===== config.mk =====
export PLATFORM = sky130hd
export DESIGN_NAME = alu_slice4
export DESIGN_NICKNAME = d
export VERILOG_FILES = /design/src/rtl/alu_slice_pkg.sv /design/src/rtl/alu_operand_cond.sv /design/src/rtl/alu_lookahead.sv /design/src/rtl/alu_logic_unit.sv /design/src/rtl/alu_slice4.sv
export SDC_FILE = /design/constraint.sdc
export NUM_CORES = 1
export LEC_CHECK = 0
export BUFFER_PORTS_ARGS = -buffer_cell sky130_fd_sc_hd__buf_2
export CAP_MARGIN = 20
export CELL_PAD_IN_SITES_DETAIL_PLACEMENT = 0
export CELL_PAD_IN_SITES_GLOBAL_PLACEMENT = 1
export CORE_MARGIN = 5
export CORE_UTILIZATION = 42
export DETAILED_ROUTE_END_ITERATION = 8
export MAX_ROUTING_LAYER = met4
export PLACE_DENSITY_LB_ADDON = 0.1
export SETUP_SLACK_MARGIN = 0.1
export SLEW_MARGIN = 15
export SYNTH_ARGS = -nofsm -noshare
export SYNTH_HDL_FRONTEND = slang
export SYNTH_SLANG_ARGS = --single-unit

===== constraint.sdc =====
create_clock -name vclk -period 3.55
set_clock_uncertainty 0.2 [all_clocks]
set_input_delay 0.1775 -clock vclk [all_inputs]
set_output_delay 0.1775 -clock vclk [all_outputs]
set_load 0.01 [all_outputs]

===== src/rtl/alu_slice_pkg.sv =====
package alu_slice_pkg;

  typedef enum logic [2:0] {
    OPC_ADD  = 3'b000,
    OPC_SUB  = 3'b001,
    OPC_AND  = 3'b010,
    OPC_OR   = 3'b011,
    OPC_XOR  = 3'b100
  } alu_opc_e;

  function automatic logic opc_is_arith(input logic [2:0] opc);
    return (opc == OPC_ADD) || (opc == OPC_SUB);
  endfunction

  function automatic logic opc_is_logic(input logic [2:0] opc);
    return (opc == OPC_AND) || (opc == OPC_OR) || (opc == OPC_XOR);
  endfunction

endpackage


===== src/rtl/alu_operand_cond.sv =====
module alu_operand_cond
  import alu_slice_pkg::*;
#(
  parameter int W      = 4,
  parameter bit IS_LSB = 1'b1
) (
  input  logic [2:0]   op_sel,
  input  logic [W-1:0] b_raw,
  input  logic         carry_in,
  output logic [W-1:0] b_cond,
  output logic         adder_cin,
  output logic         arith_en
);

  logic inv_en;

  assign inv_en   = (op_sel == OPC_SUB);
  assign arith_en = opc_is_arith(op_sel);

  // one XOR per bit position conditions the second operand
  for (genvar gi = 0; gi < W; gi++) begin : g_xor_cond
    assign b_cond[gi] = b_raw[gi] ^ inv_en;
  end

  generate
    if (IS_LSB) begin : g_lsb_cin
      assign adder_cin = inv_en ? 1'b1 : (arith_en & carry_in);
    end else begin : g_chain_cin
      assign adder_cin = arith_en & carry_in;
    end
  endgenerate

endmodule


===== src/rtl/alu_lookahead.sv =====
module alu_lookahead #(
  parameter int W = 4
) (
  input  logic [W-1:0] x_in,
  input  logic [W-1:0] y_in,
  input  logic         c_zero,
  output logic [W-1:0] sum,
  output logic [W:0]   carries,
  output logic         grp_prop,
  output logic         grp_gen
);

  logic [W-1:0] bit_p;
  logic [W-1:0] bit_g;
  logic [W-1:0] bit_h;

  for (genvar gi = 0; gi < W; gi++) begin : g_pgh
    assign bit_p[gi] = x_in[gi] | y_in[gi];
    assign bit_g[gi] = x_in[gi] & y_in[gi];
    assign bit_h[gi] = x_in[gi] ^ y_in[gi];
  end

  // flat sum-of-products for each carry: no term depends on a lower carry
  always_comb begin
    logic term_or;
    logic prod;
    carries    = '0;
    carries[0] = c_zero;
    grp_gen    = 1'b0;
    for (int i = 0; i < W; i++) begin
      term_or = 1'b0;
      for (int j = 0; j <= i; j++) begin
        prod = bit_g[j];
        for (int k = j + 1; k <= i; k++) begin
          prod = prod & bit_p[k];
        end
        term_or = term_or | prod;
      end
      if (i == W - 1) grp_gen = term_or;
      prod = c_zero;
      for (int k = 0; k <= i; k++) begin
        prod = prod & bit_p[k];
      end
      carries[i+1] = term_or | prod;
    end
  end

  assign grp_prop = &bit_p;
  assign sum      = bit_h ^ carries[W-1:0];

endmodule


===== src/rtl/alu_logic_unit.sv =====
module alu_logic_unit
  import alu_slice_pkg::*;
#(
  parameter int W = 4
) (
  input  logic [2:0]   op_sel,
  input  logic [W-1:0] a_in,
  input  logic [W-1:0] b_in,
  output logic [W-1:0] lres
);

  always_comb begin
    unique case (op_sel)
      OPC_AND: lres = a_in & b_in;
      OPC_OR:  lres = a_in | b_in;
      OPC_XOR: lres = a_in ^ b_in;
      default: lres = '0;
    endcase
  end

endmodule


===== src/rtl/alu_slice4.sv =====
module alu_slice4
  import alu_slice_pkg::*;
#(
  parameter int W      = 4,
  parameter bit IS_LSB = 1'b1
) (
  input  logic [2:0]   op_sel,
  input  logic [W-1:0] a_in,
  input  logic [W-1:0] b_in,
  input  logic         carry_in,
  output logic [W-1:0] result,
  output logic         carry_out,
  output logic         blk_prop,
  output logic         blk_gen,
  output logic         overflow
);

  localparam int MSB = W - 1;

  logic [W-1:0] b_cond;
  logic         adder_cin;
  logic         arith_en;
  logic [W-1:0] add_sum;
  logic [W:0]   add_carries;
  logic         la_prop;
  logic         la_gen;
  logic [W-1:0] logic_res;
  logic         sign_agree;

  alu_operand_cond #(.W(W), .IS_LSB(IS_LSB)) u_cond (
    .op_sel    (op_sel),
    .b_raw     (b_in),
    .carry_in  (carry_in),
    .b_cond    (b_cond),
    .adder_cin (adder_cin),
    .arith_en  (arith_en)
  );

  alu_lookahead #(.W(W)) u_cla (
    .x_in     (a_in),
    .y_in     (b_cond),
    .c_zero   (adder_cin),
    .sum      (add_sum),
    .carries  (add_carries),
    .grp_prop (la_prop),
    .grp_gen  (la_gen)
  );

  alu_logic_unit #(.W(W)) u_logic (
    .op_sel (op_sel),
    .a_in   (a_in),
    .b_in   (b_in),
    .lres   (logic_res)
  );

  // signs compared after the XOR conditioning so subtraction is covered
  assign sign_agree = ~(a_in[MSB] ^ b_cond[MSB]);

  assign result    = arith_en ? add_sum : logic_res;
  assign carry_out = arith_en & add_carries[W];
  assign blk_prop  = arith_en & la_prop;
  assign blk_gen   = arith_en & la_gen;
  assign overflow  = arith_en & sign_agree & (add_sum[MSB] ^ a_in[MSB]);

  always_comb begin

    logic_quiet_chk: assert (!opc_is_logic(op_sel) ||
                             (!carry_out && !overflow && !blk_prop && !blk_gen));

    unused_zero_chk: assert (opc_is_arith(op_sel) || opc_is_logic(op_sel) ||
                             (result == '0 && !carry_out && !overflow));

    ovf_sign_chk: assert (!overflow ||
                          ((a_in[MSB] == b_cond[MSB]) && (result[MSB] != a_in[MSB])));

    carry_lookahead_chk: assert (!arith_en ||
                                 (carry_out == (blk_gen | (blk_prop & adder_cin))));

    add_zero_chk: assert (!(op_sel == OPC_ADD && a_in == '0 && b_in == '0 && !carry_in) ||
                          (result == '0 && !carry_out));
  end

endmodule


# After elaboration in Yosys (flattened, before gate mapping)
# Cells that the tools add are included.
# word_totals
ff_bits,0
out_inout_bits,8
# op_classes
eq_ne,4
mux,3
bitwise,48
n_reduce_logical,3
# op_table
op,n
$and A1 B1 Y1,20
$or A1 B1 Y1,14
$pmux W4 S3,1
$xor A1 B1 Y1,9
$xor A4 B4 Y4,2
$eq A3 B2 Y1 const B,2
$and A4 B4 Y4,1
$mux W4,1
$or A4 B4 Y4,1
$reduce_and A4 Y1,1
$eq A3 B1 Y1 const B,1
$eq A3 B3 Y1 const B,1
$logic_not A3 Y1,1
$logic_or A1 B1 Y1,1
$mux W1,1
$not A1 Y1,1

# Depth between registers and ports, before layout
# logic_depth
word_depth,11
ltp_mapped,11
ltp_nobuf,9

# Cells and area by module
# A second synthesis with hierarchy kept.
# unflattened
hier_cells,98
hier_area_um2,749.5
# modules_own_cells
mod,instances,cells_per_inst,area_each_um2,seq_area_each_um2
alu_lookahead,1,44,325.3,0.0
alu_logic_unit,1,35,246.5,0.0
alu_slice4,1,12,112.6,0.0
alu_operand_cond,1,7,65.1,0.0

# Worst setup path after synthesis
# Ideal clock, no wire load.
# synth_timing
path_kind,input -> output
start,in op_sel[2]
end,out result[3]
t_arrival_ps,2047
required_time_ps,3172
path_slack_ps,1126
stages,11
n_path_buf,2
cell_sequence,buf_6 > or2_0 > buf_6 > nor2_4 > xnor2_1 > inv_1 > ha_1 > nor2_1 > a311oi_4 > or4_1 > nand3_1
# synth_between
elab_chain_len,10
# synth_rtl
element,line,rtl
start: declaration,alu_slice4.sv:7,"input logic [2:0] op_sel,"
$eq A3 B1 Y1 / $logic_not A3 Y1 (equally long branches),"alu_slice_pkg.sv:12, alu_operand_cond.sv:17",
$xor A1 B1 Y1 / $logic_or A1 B1 Y1 (equally long branches),"alu_operand_cond.sv:22, alu_slice_pkg.sv:12",
$and A1 B1 Y1 (tied with other cells),alu_lookahead.sv:19,assign bit_g[gi] = x_in[gi] & y_in[gi];
$and A1 B1 Y1 / $mux W1 (equally long branches),"alu_lookahead.sv:35, alu_operand_cond.sv:27",
$and A1 B1 Y1 (on tied branches),"alu_lookahead.sv:35, alu_lookahead.sv:42",
$or A1 B1 Y1 / $and A1 B1 Y1 (equally long branches) (2 in a row),"alu_lookahead.sv:37, alu_lookahead.sv:42",
$or A1 B1 Y1,alu_lookahead.sv:44,carries[i+1] = term_or | prod;
$xor A4 B4 Y4,alu_lookahead.sv:49,assign sum = bit_h ^ carries[W-1:0];
$mux W4 (*),alu_slice4.sv:59,assign result = arith_en ? add_sum : logic_res;
end: declaration,alu_slice4.sv:11,"output logic [W-1:0] result,"
# Every way passes the cells marked *; elsewhere a longest branch is shown, timed or not.

# Worst setup path in the final report
# Same ends and word-level chain as after synthesis.

==> results.sh <==
export IMPL_row_count=14
export IMPL_viasPerCell=4.94
export IMPL_syn_area_um2=626
export IMPL_crit_fanout=9
export IMPL_rsz0062_at_grt="false"
export IMPL_finalSetupViolCount=0
export IMPL_post_cts_buffers=0
export IMPL_dp_cells=116
export IMPL_n_clock_buffer=0
export IMPL_initial_core_util_pct=43.0
export IMPL_synth_most_common_cell="ha_1"
export IMPL_critPathMaxStageDelay_ns=0.42
export IMPL_synth_common_cells="ha_1 (16), inv_1 (14), nor2_1 (8)"
export IMPL_fin_tns_setup_ns=0
export IMPL_post_route_min_period_ns=2.77
export IMPL_grt_max_degree=10
export IMPL_syn_inst=82
export IMPL_coreArea_mm2=0.00145
export IMPL_slowest_stage="or4_1"
export IMPL_hpwl_mm=1.21
export IMPL_cp_end_kind="output pin"
export IMPL_ys_warnings_count=0
export IMPL_cap_violations=0
export IMPL_critical_path_top_delay_family="simple AND/OR/NAND/NOR gates"
export IMPL_numPortBuffers=20
export IMPL_route_met3_wl_um=39
export IMPL_dr_pass1_iters=4
export IMPL_fin_cells=116
export IMPL_met2_length_um=694
export IMPL_power_density_mw_per_mm2=133
export IMPL_cts_hold_buf=0
export IMPL_synthTopCellsByArea="ha_1 (32%), inv_1 (8.4%), xnor2_1 (5.6%), nor2_1 (4.8%), a311oi_4 (4.2%)"
export IMPL_postSynthAreaPerCell_um2=7.63
export IMPL_seq_area_frac_synth_pct=0
export IMPL_top_layer_used="met3"
export IMPL_critical_path_arrival_ns=2.39
export IMPL_die_w_um=48.6
export IMPL_grt_pass1_vias=562
export IMPL_routedWlPerCell_um=11.8
export IMPL_slew_headroom_pct=67.1
export IMPL_tightest_slew_ns=0.494
export IMPL_critical_path_class="in -> out"
export IMPL_synth_cell_types=32
export IMPL_synthToLayoutAreaGrowth_pct=15.6
export IMPL_hold_ws_ns=0.539
export IMPL_synth_top_cell_area_share_pct=32.0
export IMPL_track_usage_pct=11.6
export IMPL_synthesis_nets=111
export IMPL_num_vias=573
export IMPL_crit_path_cell_trace="buf_2, or2_0, nor2_4, xnor2_1, inv_1, ha_1, nor2_1, a311oi_4, or4_1, nand3_1, buf_2"
export IMPL_n_antenna_cell=0
export IMPL_antenna_left=0
export IMPL_postRouteWirelength_mm=1.37
export IMPL_final_layout_size_suffix_gt1_share_pct=24.0
export IMPL_p_leak_nw=0.390
export IMPL_chipHeight_um=48.6
export IMPL_flops_and_latches=0
export IMPL_nets=131
export IMPL_fillers=158
export IMPL_die_area_mm2=0.00236
export IMPL_finalCritPeriodShare_pct=78.0
export IMPL_ff_latch_area_um2=0
export IMPL_worstSetupStartpointType="input pin"
export IMPL_synth_top_area_cell="ha_1"
export IMPL_antenna_found_initial=0
export IMPL_grt_pass1_wl_mm=2.37
export IMPL_place_congestion=0.795
export IMPL_cp_required_ns=3.17
export IMPL_ir_worst_vdd_uv=51.2
export IMPL_first_iter_violations=11
export IMPL_crit_top_cell="buf_2"
export IMPL_critPathBufInv=3
export IMPL_cts_repair_resized=0
export IMPL_post_route_drc_count=0
export IMPL_met1_length_um=637
export IMPL_report_final_slew_viol_count=0
export IMPL_io_pins=20
export IMPL_fmax_mhz=361
export IMPL_run_status="finished clean"
export IMPL_final_hold_viol_count=0
export IMPL_holdCritPathClass="in -> out"
export IMPL_grt_ovfl_total=0
[worst paths after layout]
path / depth (start not counted) / slack [ns] / end / start
worst max-delay path: 11 / 0.78 / result[3] / op_sel[2]
worst min-delay path: 3 / 0.54 / result[1] / op_sel[1]
[layer usage]
layer	global-route usage, %	vias to the layer above
li1	-	313
met1	15.4	252
met2	20.2	8
met3	0.613	0
met4	0.448	0
met5	-	-
[cell families after synthesis]
logic type / count (synthesis) / synth area share (%)
buf+inv: 16 / 12.0
compound gates: 15 / 19.0
simple gates: 27 / 23.8
xor+xnor: 6 / 8.40
mux: 1 / 1.60
fa+ha+maj: 17 / 35.2
[layout make-up]
| type | instances | area [um^2] | area share, % |
|---|---|---|---|
| multi-input combinational | 66 | 551 | 76.1 |
| timing repair buffer | 20 | 100 | 13.8 |
| tap | 16 | 20.0 | 2.77 |
| inverter | 14 | 52.6 | 7.27 |
[metrics by stage]
stage	setup WS, ns	area, um^2	power (W)	util, %
2_1_floorplan	1.13	626	0.0000674	-
3_3_place_gp	0.820	723	0.0000964	49.7
3_5_place_dp	0.783	723	0.0000971	49.7
4_1_cts	0.766	723	0.0000979	49.7
5_1_grt	0.518	723	0.000109	49.7
6_report	0.782	723	0.0000962	49.7
[power breakdown]
| group | switching [W] | leakage [nW] | internal (W) |
|---|---|---|---|
| Sequential | 0 | 0 | 0 |
| Combinational | 0.0000549 | 0.390 | 0.0000413 |
| Clock | 0 | 0 | 0 |
[layout by cell type (no fill, tap or decap)]
cell | Yosys | routed
fa_1 | 1 | 1
nor4b_2 | 1 | 1
a311oi_4 | 1 | 1
or2_0 | 1 | 1
o2111ai_1 | 1 | 1
mux2i_1 | 1 | 1
a211oi_1 | 1 | 1
xnor2_1 | 4 | 4
o22ai_1 | 1 | 1
nor2_4 | 1 | 1
or4_1 | 1 | 1
or3_1 | 2 | 2
xor2_1 | 2 | 2
nor3_1 | 1 | 1
nor2b_1 | 1 | 1
nand2b_1 | 1 | 1
a31oi_1 | 1 | 1
or2_1 | 1 | 1
o221ai_1 | 1 | 1
a211o_1 | 1 | 1
nand2_1 | 3 | 3
nor2_2 | 1 | 1
nor2_1 | 8 | 8
inv_1 | 14 | 14
a311oi_1 | 1 | 1
nand3_1 | 5 | 5
o21bai_1 | 1 | 1
a21oi_1 | 4 | 4
buf_2 | 0 | 20
ha_1 | 16 | 16
o21ai_0 | 1 | 1
o21ai_1 | 1 | 1
Note: power is estimated with default switching activity, not from simulation.
